--- config.mk ---
export PLATFORM = sky130hd
export DESIGN_NAME = sio_sync_port
export DESIGN_NICKNAME = d
export VERILOG_FILES = /design/src/rtl/sio_pkg.sv /design/src/rtl/sio_phase_seq.sv /design/src/rtl/sio_tx.sv /design/src/rtl/sio_rx.sv /design/src/rtl/sio_sync_port.sv
export SDC_FILE = /design/constraint.sdc
export NUM_CORES = 1
export LEC_CHECK = 0
export BUFFER_PORTS_ARGS = -buffer_cell sky130_fd_sc_hd__buf_2
export CORE_MARGIN = 5
export CORE_UTILIZATION = 42
export DETAILED_ROUTE_END_ITERATION = 8
export MAX_ROUTING_LAYER = met4
export PLACE_DENSITY = 0.62
export RECOVER_POWER = 50
export REMOVE_ABC_BUFFERS = 1
export SYNTH_ARGS = -nofsm -noshare
export SYNTH_HDL_FRONTEND = slang
export SYNTH_SLANG_ARGS = --single-unit
--- constraint.sdc ---
create_clock -name clk -period 2.4 [get_ports clk]
set_input_delay 0.24 -clock clk [delete_from_list [all_inputs] [get_ports clk]]
set_output_delay 0.24 -clock clk [all_outputs]
set_load 0.01 [all_outputs]
--- src/rtl/sio_pkg.sv ---
package sio_pkg;

  // Default geometry of the machine cycle.
  localparam int unsigned DEF_STATES = 6;
  localparam int unsigned DEF_PHASES = 2;

  // Slot index (0-based) of state st, phase ph (both 1-based).
  function automatic int unsigned slot_of(int unsigned st, int unsigned ph,
                                          int unsigned nph);
    return (st - 1) * nph + (ph - 1);
  endfunction

  typedef enum logic [1:0] {
    TX_IDLE  = 2'd0,
    TX_WAIT  = 2'd1,
    TX_ARMED = 2'd2,
    TX_SEND  = 2'd3
  } tx_state_t;

  typedef enum logic [1:0] {
    RX_IDLE = 2'd0,
    RX_PEND = 2'd1,
    RX_LOAD = 2'd2,
    RX_RUN  = 2'd3
  } rx_state_t;

endpackage

--- src/rtl/sio_phase_seq.sv ---
module sio_phase_seq #(
  parameter int unsigned N_STATES = sio_pkg::DEF_STATES,
  parameter int unsigned N_PH     = sio_pkg::DEF_PHASES,
  parameter int unsigned SLOTS    = N_STATES * N_PH,
  parameter int unsigned PW       = $clog2(SLOTS)
) (
  input  logic          clk,
  input  logic          rst,
  input  logic          ph_tick,
  input  logic          active,
  output logic [PW-1:0] phase,
  output logic          s1p1,
  output logic          s5p2,
  output logic          s6p2,
  output logic          sclk
);
  import sio_pkg::*;

  localparam logic [PW-1:0] SL_FIRST = '0;
  localparam logic [PW-1:0] SL_LAST  = PW'(SLOTS - 1);
  localparam logic [PW-1:0] SL_S5P2  = PW'(slot_of(5, 2, N_PH));
  localparam logic [PW-1:0] SL_LOW0  = PW'(slot_of(3, 1, N_PH));
  localparam logic [PW-1:0] SL_HIGH0 = PW'(slot_of(6, 1, N_PH));

  logic in_low;

  always_ff @(posedge clk) begin
    if (rst) begin
      phase <= SL_FIRST;
    end else if (ph_tick) begin
      phase <= (phase == SL_LAST) ? SL_FIRST : phase + 1'b1;
    end
  end

  assign s1p1 = ph_tick && (phase == SL_FIRST);
  assign s5p2 = ph_tick && (phase == SL_S5P2);
  assign s6p2 = ph_tick && (phase == SL_LAST);

  // Shift clock is low from the start of S3 to the end of S5.
  assign in_low = (phase >= SL_LOW0) && (phase < SL_HIGH0);
  assign sclk   = !(active && in_low);

endmodule

--- src/rtl/sio_tx.sv ---
module sio_tx #(
  parameter int unsigned W = 8
) (
  input  logic         clk,
  input  logic         rst,
  input  logic         s1p1,
  input  logic         s6p2,
  input  logic         wr,
  input  logic [W-1:0] wr_data,
  input  logic         blocked,
  input  logic         clr_done,
  output logic         busy,
  output logic         send,
  output logic         bit_out,
  output logic         done
);
  import sio_pkg::*;

  localparam logic [W-1:0] MARK = W'(1);

  tx_state_t    state;
  logic [W:0]   sr;
  logic         last;

  always_ff @(posedge clk) begin
    if (rst) begin
      state <= TX_IDLE;
      sr    <= '0;
      last  <= 1'b0;
      done  <= 1'b0;
    end else begin
      if (clr_done) done <= 1'b0;
      unique case (state)
        TX_IDLE: begin
          if (wr && !blocked) begin
            sr    <= {1'b1, wr_data};
            state <= s6p2 ? TX_ARMED : TX_WAIT;
          end
        end
        TX_WAIT: begin
          if (s6p2) state <= TX_ARMED;
        end
        TX_ARMED: begin
          if (s6p2) state <= TX_SEND;
        end
        TX_SEND: begin
          if (s6p2) begin
            sr <= {1'b0, sr[W:1]};
            if (sr[W:1] == MARK) last <= 1'b1;
          end
          if (s1p1 && last) begin
            state <= TX_IDLE;
            last  <= 1'b0;
            done  <= 1'b1;
          end
        end
        default: state <= TX_IDLE;
      endcase
    end
  end

  assign busy    = (state != TX_IDLE);
  assign send    = (state == TX_SEND);
  assign bit_out = sr[0];

endmodule

--- src/rtl/sio_rx.sv ---
module sio_rx #(
  parameter int unsigned W = 8
) (
  input  logic         clk,
  input  logic         rst,
  input  logic         s1p1,
  input  logic         s5p2,
  input  logic         s6p2,
  input  logic         rx_en,
  input  logic         clr_done,
  input  logic         tx_claim,
  input  logic         line_in,
  output logic         busy,
  output logic         run,
  output logic         done,
  output logic [W-1:0] rx_byte
);
  import sio_pkg::*;

  localparam logic [W-1:0] PRESET = {{(W-1){1'b1}}, 1'b0};

  rx_state_t    state;
  logic [W-1:0] sr;
  logic [W-1:0] sr_rev;
  logic         smp;
  logic         last;
  logic         start_ok;

  // First bit received ends in the top of sr; it is the LSB of the byte.
  for (genvar i = 0; i < W; i++) begin : g_rev
    assign sr_rev[i] = sr[W-1-i];
  end

  assign start_ok = rx_en && (!done || clr_done) && !tx_claim;

  always_ff @(posedge clk) begin
    if (rst) begin
      state   <= RX_IDLE;
      sr      <= '1;
      smp     <= 1'b1;
      last    <= 1'b0;
      done    <= 1'b0;
      rx_byte <= '0;
    end else begin
      if (clr_done) done <= 1'b0;
      unique case (state)
        RX_IDLE: begin
          if (s6p2 && start_ok) state <= RX_PEND;
        end
        RX_PEND: begin
          if (s6p2) begin
            sr    <= PRESET;
            state <= RX_LOAD;
          end
        end
        RX_LOAD: begin
          if (s1p1) state <= RX_RUN;
        end
        RX_RUN: begin
          if (s5p2) smp <= line_in;
          if (s6p2) begin
            sr <= {sr[W-2:0], smp};
            if (!sr[W-1]) last <= 1'b1;
          end
          if (s1p1 && last) begin
            state   <= RX_IDLE;
            last    <= 1'b0;
            done    <= 1'b1;
            rx_byte <= sr_rev;
          end
        end
        default: state <= RX_IDLE;
      endcase
    end
  end

  assign busy = (state != RX_IDLE);
  assign run  = (state == RX_RUN);

endmodule

--- src/rtl/sio_sync_port.sv ---
module sio_sync_port #(
  parameter int unsigned DATA_W   = 8,
  parameter int unsigned N_STATES = sio_pkg::DEF_STATES,
  parameter int unsigned N_PH     = sio_pkg::DEF_PHASES
) (
  input  logic              clk,
  input  logic              rst,
  input  logic              ph_tick,
  input  logic              wr_buf,
  input  logic [DATA_W-1:0] wr_byte,
  input  logic              rx_en,
  input  logic              clr_tx_done,
  input  logic              clr_rx_done,
  input  logic              sd_in,
  output logic              sd_out,
  output logic              sd_oe,
  output logic              sclk,
  output logic [DATA_W-1:0] rx_byte,
  output logic              tx_done,
  output logic              rx_done
);
  localparam int unsigned SLOTS = N_STATES * N_PH;
  localparam int unsigned PW    = $clog2(SLOTS);

  logic [PW-1:0] phase;
  logic          s1p1, s5p2, s6p2;
  logic          tx_busy, tx_send, tx_bit;
  logic          rx_busy, rx_run;
  logic          active;

  assign active = tx_send || rx_run;

  sio_phase_seq #(
    .N_STATES(N_STATES), .N_PH(N_PH), .SLOTS(SLOTS), .PW(PW)
  ) u_seq (
    .clk(clk), .rst(rst), .ph_tick(ph_tick), .active(active),
    .phase(phase), .s1p1(s1p1), .s5p2(s5p2), .s6p2(s6p2), .sclk(sclk)
  );

  sio_tx #(.W(DATA_W)) u_tx (
    .clk(clk), .rst(rst), .s1p1(s1p1), .s6p2(s6p2),
    .wr(wr_buf), .wr_data(wr_byte), .blocked(rx_busy),
    .clr_done(clr_tx_done), .busy(tx_busy), .send(tx_send),
    .bit_out(tx_bit), .done(tx_done)
  );

  sio_rx #(.W(DATA_W)) u_rx (
    .clk(clk), .rst(rst), .s1p1(s1p1), .s5p2(s5p2), .s6p2(s6p2),
    .rx_en(rx_en), .clr_done(clr_rx_done),
    .tx_claim(tx_busy || wr_buf), .line_in(sd_in),
    .busy(rx_busy), .run(rx_run), .done(rx_done), .rx_byte(rx_byte)
  );

  assign sd_oe  = tx_send;
  assign sd_out = tx_send ? tx_bit : 1'b1;

endmodule

**After elaboration in Yosys (flattened, before gate mapping)**

Index checks and enable logic that the tools add are counted.

- Bits in registers: 38
- Input port bits: 16

- Reductions and logical operators: 36
- Order comparisons: 2
- Muxes and demuxes: 30
- Add/sub/neg operators: 1
- Equal/unequal tests: 20

Operator list:

| operator | count |
|---|---|
| inequality test 2 x 1 -> 1 bit, second input constant | 10 |
| 2-to-1 mux 9 bit | 2 |
| case mux 9 bit (2 select lines) | 1 |
| 2-to-1 mux 2 bit | 8 |
| 2-to-1 mux 8 bit | 2 |
| case mux 2 bit (4 select lines) | 2 |
| case mux 8 bit (2 select lines) | 1 |
| nonzero test 2 bit | 7 |
| 2-to-1 mux 1 bit | 13 |
| AND reduction 3 bit | 4 |
| logical AND 1 bit | 11 |
| equality test 2 bit, second input constant | 4 |
| equality test 4 bit, second input constant | 2 |
| equality test 8 x 1 -> 1 bit, second input constant | 1 |
| AND reduction 4 bit | 2 |
| adder 4 x 1 -> 4 bit, second input constant | 1 |
| equality test 2 x 1 -> 1 bit, second input constant | 2 |
| >= comparator 4 x 3 -> 1 bit, second input constant | 1 |
| zero test 1 bit | 4 |
| zero test 2 bit | 2 |
| zero test 4 bit | 1 |
| < comparator 4 bit, second input constant | 1 |
| 2-to-1 mux 4 bit | 1 |
| AND reduction 2 bit | 2 |
| 2 further kinds | 4 |

**Longest topological paths before layout**

Gate-level depths: netlist of the first run.

- Depth in word-level cells: 7
- Depth in mapped cells: 7
- Mapped depth without buffers: 6

**Modules after synthesis**

From an unflattened synthesis of the first run, not the netlist that was laid out.

- Cell total of the unflattened synthesis: 207
- Area, all modules: 1,876.8 um2

By module, submodules not included:

| module | instances | seq. area each (um2) | cells each | area each (um2) |
|---|---|---|---|---|
| sio_rx | 1 | 420.4 | 99 | 878.3 |
| sio_tx | 1 | 260.2 | 77 | 721.9 |
| sio_phase_seq | 1 | 80.1 | 28 | 257.7 |
| sio_sync_port | 1 | 0.0 | 3 | 18.8 |

**Worst setup path after synthesis of the first run**

OpenSTA, ideal clock, no wires.

- Path kind: reg2reg
- From: reg u_seq.phase[0]
- To: reg u_rx.state[0]
- Data arrival time: 1,798 ps
- Clock period less this slack: 1,870 ps
- Setup slack: 530 ps
- Cell stages (with the launch flop): 6
- Cell sequence: dfxtp_1 ha_1 nand4b_4 or4_4 a221oi_4 mux2i_1

- Word-level cells in the longest chain between the ends: 5

RTL lines:

| item | line | RTL |
|---|---|---|
| from (decl) | sio_phase_seq.sv:11 | `output logic [PW-1:0] phase,` |
| from (signal assigned) | sio_phase_seq.sv:31 | `phase <= (phase == SL_LAST) ? SL_FIRST : phase + 1'b1;` |
| equality test 4 bit / zero test 4 bit (equally long branches) | sio_phase_seq.sv:37, sio_phase_seq.sv:35 |  |
| logical AND 1 bit (on tied branches) | sio_phase_seq.sv:37, sio_phase_seq.sv:35 |  |
| logical AND 1 bit (on tied branches) | sio_rx.sv:48, sio_rx.sv:65 |  |
| inequality test 2 x 1 -> 1 bit (no source line) | n/a |  |
| AND reduction 4 bit (no source line) (*) | n/a |  |
| to (signal assigned) | sio_rx.sv:48 | `if (s6p2 && start_ok) state <= RX_PEND;` |
| to (signal assigned) | sio_rx.sv:53 | `state <= RX_LOAD;` |
| to (signal assigned) | sio_rx.sv:57 | `if (s1p1) state <= RX_RUN;` |
| to (decl) | sio_rx.sv:22 | `rx_state_t state;` |

Every way passes the cells marked *; elsewhere a longest branch is shown, timed or not.
A chain may end at the register's enable or synchronous reset.

**Worst setup path in the final report of the first run**

- From: reg u_tx.state[1]
- To: out sd_out

- Word-level cells in the longest chain between the ends: 2

RTL lines:

| item | line | RTL |
|---|---|---|
| from (decl) | sio_tx.sv:21 | `tx_state_t state;` |
| from (signal assigned) | sio_tx.sv:37 | `state <= s6p2 ? TX_ARMED : TX_WAIT;` |
| equality test 2 bit | sio_tx.sv:63 | `assign send = (state == TX_SEND);` |
| 2-to-1 mux 1 bit | sio_sync_port.sv:55 | `assign sd_out = tx_send ? tx_bit : 1'b1;` |
| to (decl) | sio_sync_port.sv:15 | `output logic sd_out,` |

No other way between the ends.

==> results of run 1 <==
-- power breakdown --
group	internal [uW]	total [uW]	switching (uW)	leakage, uW
Combinational	118	273	155	0.000527
Clock	195	409	214	0.0000438
Sequential	690	736	46.0	0.000309
Total	1000	1420	416	0.000881
-- worst max-delay path, delay by kind of cell (launching register included) --
kind / cells / cell delay [ns]
adder cells (fa/ha/maj): 1 / 0.41
AND/OR/NAND/NOR: 1 / 0.12
flip-flops: 1 / 0.38
buffers and inverters: 2 / 0.66
-- area by class of cell --
| cell class | instances | share of cell area |
|---|---|---|
| Multi-Input combinational cell | 142 | 0.488 |
| Sequential cell | 38 | 0.363 |
| Timing Repair Buffer | 31 | 0.0669 |
| Clock buffer | 5 | 0.0329 |
| Tap cell | 52 | 0.0311 |
| Inverter | 7 | 0.0126 |
| Clock inverter | 2 | 0.00478 |
-- path summary, 6_finish.rpt --
| path | cells past startpoint | slack (ns) | to |
|---|---|---|---|
| setup / recovery | 4 | 0.31 | sd_out |
| hold / removal | 3 | 0.17 | u_rx.smp$_SDFFE_PP1P_ |
| setup reg to reg | 5 | 0.33 | u_rx.state[1]$_SDFFE_PP0P_ |
| hold reg to reg | 2 | 0.47 | u_rx.smp$_SDFFE_PP1P_ |
-- metal layers --
metal | vias to the layer above | share of wire
met5 | - | 0
met2 | 24 | 0.42
met4 | 0 | 0.016
met1 | 654 | 0.51
met3 | 4 | 0.047
li1 | 748 | -
-- stage by stage --
stage / worst slack [ns] / util
finish: 0.314 / 0.484
global route: 0.153 / 0.484
floorplan: 0.380 / -
CTS: 0.290 / 0.488
detailed placement: 0.302 / 0.469
global placement: 0.368 / 0.469
-- synth_stat cells (all sizes together) --
| cell type | count |
|---|---|
| and4b | 1 |
| o21bai | 1 |
| a21oi | 6 |
| a211oi | 9 |
| and3 | 2 |
| o22ai | 7 |
| o21ai | 5 |
| or4b | 1 |
| a2111o | 1 |
| inv | 7 |
| nand2b | 3 |
| buf | 7 |
| or4 | 1 |
| or3 | 3 |
| nand3 | 4 |
| a21boi | 2 |
| clkbuf | 5 |
| mux2 | 1 |
| nor3 | 2 |
| nor2b | 3 |
| ha | 13 |
| nor4bb | 1 |
| nand2 | 18 |
| o31ai | 1 |
| nor2 | 26 |
| mux2i | 22 |
| a31oi | 1 |
| a21o | 1 |
| a221oi | 1 |
| nand4 | 2 |
| dfxtp | 38 |
| a41o | 1 |
| nand4b | 1 |
| o211ai | 1 |
| xor2 | 1 |
-- registers in the layout, summed over array words and instances, names as in the netlist --
| name | flops |
|---|---|
| u_seq.phase | 4 |
| u_rx.rx_byte | 8 |
| u_rx.smp | 1 |
| u_tx.done | 1 |
| u_rx.done | 1 |
| u_rx.state | 2 |
| u_rx.last | 1 |
| u_rx.sr | 8 |
| u_tx.sr | 9 |
| u_tx.last | 1 |
| u_tx.state | 2 |
-- repair_timing --
action,in CTS,in global routing
hold endpoints to repair,0,0
resized for setup,0,1
endpoints found under the setup margin,0,2
-- cells by family after synthesis --
family | share of synthesized area
XOR/XNOR | 0.00471
multiplexers | 0.124
adder cells (fa/ha/maj) | 0.0875
AO/OA/AOI/OAI | 0.145
flip-flops | 0.409
AND/OR/NAND/NOR | 0.184
buffers and inverters | 0.0451
==> impl_metrics.toml, run 1 <==
[outcome]
status = "finished, final reports clean"

[routing]
drc = 0
num_vias = 1430
first_pass_iters = 4
vias_per_cell = 5.16
ant_nets = 0
drt_iter0_markers = 83
wl_per_cell_um = 13.4
wl_um = 3700

[clock_network]
cts_sinks = 38
clk_pin_slew_worst_paths_ns = 0.07
clk_latency_ns = 0.29
postCtsSetupBuffers = 0
htreeDepth = 2
holdBufCountCts = 0
cts-root-buf = "clkbuf_8"
numCtsBuffers = 5
ctsLongestPathBuffers = 2
cts_tree = "yes"

[finish]
nNetsFinal = 254
areaGrowthSynthToFinish_pct = 12.6
area.sequential_um2 = 761
final_cells = 277
multi_input_area_um2 = 1020
layout_commonest_cell = "dfxtp_1"
stdcell_area_um2 = 2090
nFillCells = 454
final_cell_mix = "38 x dfxtp_1, 26 x nor2_1, 22 x mux2i_1"
final_layout_size_suffix_gt1_frac = 0.133
n_antenna_cell = 0

[grt]
grt_pass1_wl_um = 6420
grt_util_met3 = 0.0414
grt_max_degree = 27
grt_use_total = 0.137
top_usage_layer = "met2"
antenna_found_initial = 0
grt_overflow = 0
use_met2 = 0.208
grt_pass1_vias = 1397
gr-usage-met1 = 0.172

[sta]
setup_viol = 0
whs_ns = 0.167
slew-limit-headroom = 0.588
maxSlewViolCount = 0
clock.fmax_mhz = 479
hold_viol = 0
rsz0062_at_grt = "false"
fin_worst_skew_ns = 0.00574
tns_ns = 0
fin_crit_ns = 2.09
worst_pin_slew_ns = 0.612
finalCritPeriodShare = 0.869

[setup_path]
crit_path_top_delay_cell = "clkbuf_1"
critPathMostFrequentCell = "clkbuf_1"
cp_data_required_time_ns = 2.16
path_class = "reg2out"
critPathLaunchType = "flip-flop"
cpPeakStageDelay_ns = 0.51
arrival_ns = 1.85
path_max_fanout = 9
endpoint_kind = "primary output"
worstReg2RegStart = "u_seq.phase[0]$_SDFFE_PP0P_"
worstSetupStartpoint = "u_tx.state[1]$_SDFFE_PP0P_"
path_cells = "ha_1, clkbuf_1, nand2b_1, clkbuf_1"

[synth]
netlist_instances = 199
ys_seq_area_frac = 0.409
yosysTopAreaCell = "dfxtp_1"
synth_warnings = 0
synth_top_area_frac = 0.409
synthesis.area_um2 = 1860
synth-seq-cells = 38
synthDistinctLibCells = 38
synth_area_per_cell_um2 = 9.34
synth.area.top_cells = "dfxtp_1 41%, mux2i_1 12%, ha_1 8.7%"

[pwr]
p_total_uw = 1420
irDropWorstVdd_mv = 0.289
p_leak_uw = 0.000881
power_density_nw_per_um2 = 677

[floorplanning]
row_count = 24
boundaryPins = 29
initial_core_util = 0.430
die_y_um = 76.5
coreArea_um2 = 4320
die_w_um = 76.5
die-area_um2 = 5860

[placement]
io_buffer_count = 28
placed_cell_area_um2 = 2030
place.gp.congestion = 0.805
dp_hpwl_um = 2570
dpl.cell_count = 270

[job]
cap_violations = 0

[min_path]
hold_class = "in2reg"
hp-start = "sd_in"
No activity file was read; power rests on OpenSTA's default activity.
==> run 2, diff against run 1 <==
--- a/config.mk
+++ b/config.mk
@@ -9,10 +9,9 @@
 export CORE_MARGIN = 5
 export CORE_UTILIZATION = 42
 export DETAILED_ROUTE_END_ITERATION = 8
-export MAX_ROUTING_LAYER = met4
 export PLACE_DENSITY = 0.62
-export RECOVER_POWER = 50
 export REMOVE_ABC_BUFFERS = 1
+export SLEW_MARGIN = 10
 export SYNTH_ARGS = -nofsm -noshare
 export SYNTH_HDL_FRONTEND = slang
 export SYNTH_SLANG_ARGS = --single-unit
==> impl_metrics.toml, run 2 (synthesized netlist as in run 1, its figures left out) <==
[floorplanning]
row_count = 24
die_y_um = 76.5
die-area_um2 = 5860
coreArea_um2 = 4320
boundaryPins = 29
die_w_um = 76.5
initial_core_util = 0.430

[sta]
hold_viol = 0
tns_ns = 0
worst_pin_slew_ns = 0.920
maxSlewViolCount = 0
fin_worst_skew_ns = 0.00609
setup_viol = 0
rsz0062_at_grt = "false"
finalCritPeriodShare = 0.879
fin_crit_ns = 2.11
clock.fmax_mhz = 474
slew-limit-headroom = 0.386

[setup_path]
crit_path_top_delay_cell = "a211oi_2"
endpoint_kind = "flip-flop"
cp_data_required_time_ns = 2.60
critPathLaunchType = "flip-flop"
path_class = "reg2reg"
path_max_fanout = 16
cpPeakStageDelay_ns = 0.82
critPathTopFamily = "compound AO/OA/AOI/OAI gates"
path_cells = "ha_1, nand4b_4, a211oi_2, nor2_1, a211oi_1"
arrival_ns = 2.31
critPathBufInv = 0

[clock_network]
postCtsSetupBuffers = 0
cts_tree = "yes"
cts_sinks = 38
htreeDepth = 2
ctsLongestPathBuffers = 2
holdBufCountCts = 0
clk_pin_slew_worst_paths_ns = 0.07
cts-root-buf = "clkbuf_8"
numCtsBuffers = 5
postCtsResizedCells = 0
clk_latency_ns = 0.29

[grt]
grt_pass1_wl_um = 6430
grt_overflow = 0
grt_pass1_vias = 1400
antenna_found_initial = 0
grt_max_degree = 27
grt_use_total = 0.134

[placement]
io_buffer_count = 28
place.gp.congestion = 0.794
dp_hpwl_um = 2570

[finish]
final_cell_mix = "38 x dfxtp_1, 28 x buf_2, 26 x nor2_1"
nNetsFinal = 254
n_antenna_cell = 0
areaGrowthSynthToFinish_pct = 13.4
regMostFlops = "u_tx.sr"
final_util = 0.488
largest_reg_flops = 9
layout_commonest_cell = "dfxtp_1"
final_layout_size_suffix_gt1_frac = 0.196
nFillCells = 449
top_regs = "u_tx.sr x9, u_rx.rx_byte x8, u_rx.sr x8"

[job]
cap_violations = 0

[routing]
drt_iter0_markers = 86
wl_per_cell_um = 13.4
num_vias = 1428
vias_per_cell = 5.16
ant_nets = 0
first_pass_iters = 4
wl_um = 3700
drc = 0

[min_path]
hold_class = "in2reg"

[pwr]
power_density_nw_per_um2 = 671
power.share.switching = 0.293
p_sw_uw = 415
p_int_uw = 1000
seqPwrFrac = 0.521
p_leak_uw = 0.000933
p_clk_frac = 0.291
combPwrFrac = 0.189
irDropWorstVdd_mv = 0.290

[outcome]
status = "finished, final reports clean"
## run 2: final cells by class
type	instances	area (um2)	area share
Tap cell	52	65.1	0.0309
Timing Repair Buffer	31	163	0.0772
Clock inverter	2	10.0	0.00475
Clock buffer	5	68.8	0.0326
Inverter	7	26.3	0.0125
Multi-Input combinational cell	142	1010	0.481
Sequential cell	38	761	0.361
## run 2: power by group through the flow
stage / Clock [uW] / Sequential, uW / Combinational (uW)
finish: 411 / 736 / 267
global route: 458 / 744 / 305
CTS: 426 / 735 / 267
detailed placement: 0 / 750 / 265
global placement: 0 / 749 / 262
floorplan: 0 / 737 / 202
## run 2: worst paths after layout
kind	startpoint	endpoint	slack (ns)	cells past startpoint
setup reg to reg	u_seq.phase[1]$_SDFFE_PP0P_	u_tx.sr[0]$_SDFFE_PP0P_	0.29	5
hold reg to reg	u_rx.smp$_SDFFE_PP1P_	u_rx.smp$_SDFFE_PP1P_	0.47	2
setup / recovery	u_seq.phase[1]$_SDFFE_PP0P_	u_tx.sr[0]$_SDFFE_PP0P_	0.29	5
hold / removal	sd_in	u_rx.smp$_SDFFE_PP1P_	0.17	3
## run 2: layer usage
metal  vias to the layer above  global-route usage  part of all wire
li1                        750                   -                 -
met3                         4              0.0426             0.053
met4                         0              0.0524             0.017
met5                         -                   0                 0
met1                       643               0.170              0.50
met2                        31               0.208              0.43
## run 2: worst register-to-register path, delay by kind of cell, from the launching register on
| family | cells | cell delay, ns |
|---|---|---|
| simple gates | 2 | 0.26 |
| compound gates | 2 | 1.05 |
| fa+ha+maj | 1 | 0.32 |
| flops | 1 | 0.41 |
## run 2: metrics by stage
step / cell area (um2) / hold slack (ns) / power, uW / setup slack (ns) / instances
floorplan: 1800 / 0.309 / 938 / 0.380 / 187
CTS: 2110 / 0.163 / 1430 / 0.290 / 277
global placement: 2030 / 0.458 / 1010 / 0.368 / 270
finish: 2110 / 0.166 / 1410 / 0.292 / 277
detailed placement: 2030 / 0.456 / 1010 / 0.302 / 270
global route: 2110 / 0.192 / 1510 / 0.00282 / 277
==> run 3, diff against run 2 <==
--- a/config.mk
+++ b/config.mk
@@ -9,7 +9,7 @@
 export CORE_MARGIN = 5
 export CORE_UTILIZATION = 42
 export DETAILED_ROUTE_END_ITERATION = 8
-export PLACE_DENSITY = 0.62
+export PLACE_DENSITY = 0.67
 export REMOVE_ABC_BUFFERS = 1
 export SLEW_MARGIN = 10
 export SYNTH_ARGS = -nofsm -noshare
==> impl_metrics.toml, run 3 (synthesized netlist as in run 1, its figures left out) <==
[min_path]
hp-start = "sd_in"
hold_class = "in2reg"
whs_endpoint = "u_rx.smp$_SDFFE_PP1P_"
hold_depth = 3

[setup_path]
path_max_fanout = 6
arrival_ns = 2.31
reg2reg_slack_ns = 0.31
endpoint_kind = "flip-flop"
cp_data_required_time_ns = 2.62
critPathLaunchType = "flip-flop"
worstReg2RegStart = "u_seq.phase[1]$_SDFFE_PP0P_"
timing.rr.end = "u_rx.state[1]$_SDFFE_PP0P_"
rr_worst_depth = 5
path_class = "reg2reg"

[routing]
wl_per_cell_um = 12.9
vias_per_cell = 5.16
num_vias = 1434
drc = 0
drt_iter0_markers = 91
first_pass_iters = 4
wl_um = 3600
ant_nets = 0

[placement]
dp_hpwl_um = 2540
io_buffer_count = 28
place.gp.congestion = 0.837

[clock_network]
htreeDepth = 2
postCtsSetupBuffers = 0
ctsLongestPathBuffers = 2
clk_pin_slew_worst_paths_ns = 0.08
cts_tree = "yes"
clk_latency_ns = 0.29
numCtsBuffers = 5
cts_sinks = 38
cts-root-buf = "clkbuf_8"

[sta]
tns_ns = 0
whs_ns = 0.162
hold_viol = 0
finalCritPeriodShare = 0.871
maxSlewViolCount = 0
worst_pin_slew_ns = 0.611
slew-limit-headroom = 0.591
rsz0062_at_grt = "false"
setup_viol = 0
fin_worst_skew_ns = 0.00571
fin_crit_ns = 2.09
clock.fmax_mhz = 478

[pwr]
p_total_uw = 1470
irDropWorstVdd_mv = 0.266
p_leak_uw = 0.000939
power_density_nw_per_um2 = 688

[outcome]
status = "finished, final reports clean"

[finish]
final_layout_size_suffix_gt1_frac = 0.199
n_antenna_cell = 0
layout_commonest_cell = "dfxtp_1"
regMostFlops = "u_tx.sr"
areaGrowthSynthToFinish_pct = 14.7
nNetsFinal = 254
final_cell_mix = "38 x dfxtp_1, 28 x buf_2, 26 x nor2_1"
top_regs = "u_tx.sr x9, u_rx.rx_byte x8, u_rx.sr x8"
largest_reg_flops = 9

[floorplanning]
die_w_um = 76.5
boundaryPins = 29
coreArea_um2 = 4320
die-area_um2 = 5860
row_count = 24
die_y_um = 76.5
initial_core_util = 0.430

[grt]
grt_pass1_wl_um = 6170
grt_pass1_vias = 1338
grt_use_total = 0.126
antenna_found_initial = 0
grt_max_degree = 27
grt_overflow = 0

[job]
cap_violations = 0
==> run 3: cell count changes in the layout (fill, tap and decap cells not counted), sizes merged <==
cell      previous run  this run
clkbuf               5         6
clkinv               2         1
clkinvlp             0         1
==> run 3: stage by stage <==
step | instances | cell area, um2 | worst slack, ns | utilization
global placement | 270 | 2030 | 0.350 | 0.469
CTS | 278 | 2120 | 0.246 | 0.491
floorplan | 187 | 1800 | 0.380 | -
global route | 278 | 2130 | 0.192 | 0.493
detailed placement | 270 | 2030 | 0.258 | 0.469
finish | 278 | 2130 | 0.310 | 0.493
==> run 3: critical path, cell delays in order, from the launching register on <==
cell and delay, ns:
dfxtp_1 0.42, ha_1 0.32, nand4b_4 0.19, or4_4 0.57
a221oi_4 0.32, mux2i_1 0.21
==> run 3: area by class of cell <==
cell class	count	area, um2
Clock inverter	2	12.5
Timing Repair Buffer	31	163
Inverter	7	26.3
Multi-Input combinational cell	142	1020
Clock buffer	6	82.6
Fill cell	444	2190
Sequential cell	38	761
Tap cell	52	65.1
==> run 3: worst max path at each step <==
stage	start	slack, ns	cells after the start	to
4_1_cts	u_seq.phase[0]$_SDFFE_PP0P_	0.25	5	u_tx.sr[3]$_SDFFE_PP0P_
2_1_floorplan	u_tx.state[0]$_SDFFE_PP0P_	0.38	5	u_tx.last$_SDFFE_PP0P_
3_5_place_dp	u_seq.phase[0]$_SDFFE_PP0P_	0.26	5	u_tx.sr[3]$_SDFFE_PP0P_
6_report	u_seq.phase[1]$_SDFFE_PP0P_	0.31	5	u_rx.state[1]$_SDFFE_PP0P_
3_3_place_gp	u_seq.phase[0]$_SDFFE_PP0P_	0.35	5	u_tx.sr[7]$_SDFFE_PP0P_
5_1_grt	u_seq.phase[1]$_SDFFE_PP0P_	0.19	5	u_rx.state[1]$_SDFFE_PP0P_
==> run 3: timing repair <==
action / CTS / global route
gates resized for setup: 0 / 1
hold buffers: 0 / 0
setup endpoints to repair: 0 / 1
==> run 3: routing by layer <==
layer / GRT usage / part of all wire
met5: 0 / 0
met2: 0.186 / 0.44
met3: 0.0355 / 0.043
met4: 0.0367 / 0.011
met1: 0.177 / 0.51
==> run 3: power by group <==
group,switching [uW],internal [uW]
Sequential,47.4,689
Combinational,152,119
Clock,228,231
Total,428,1040
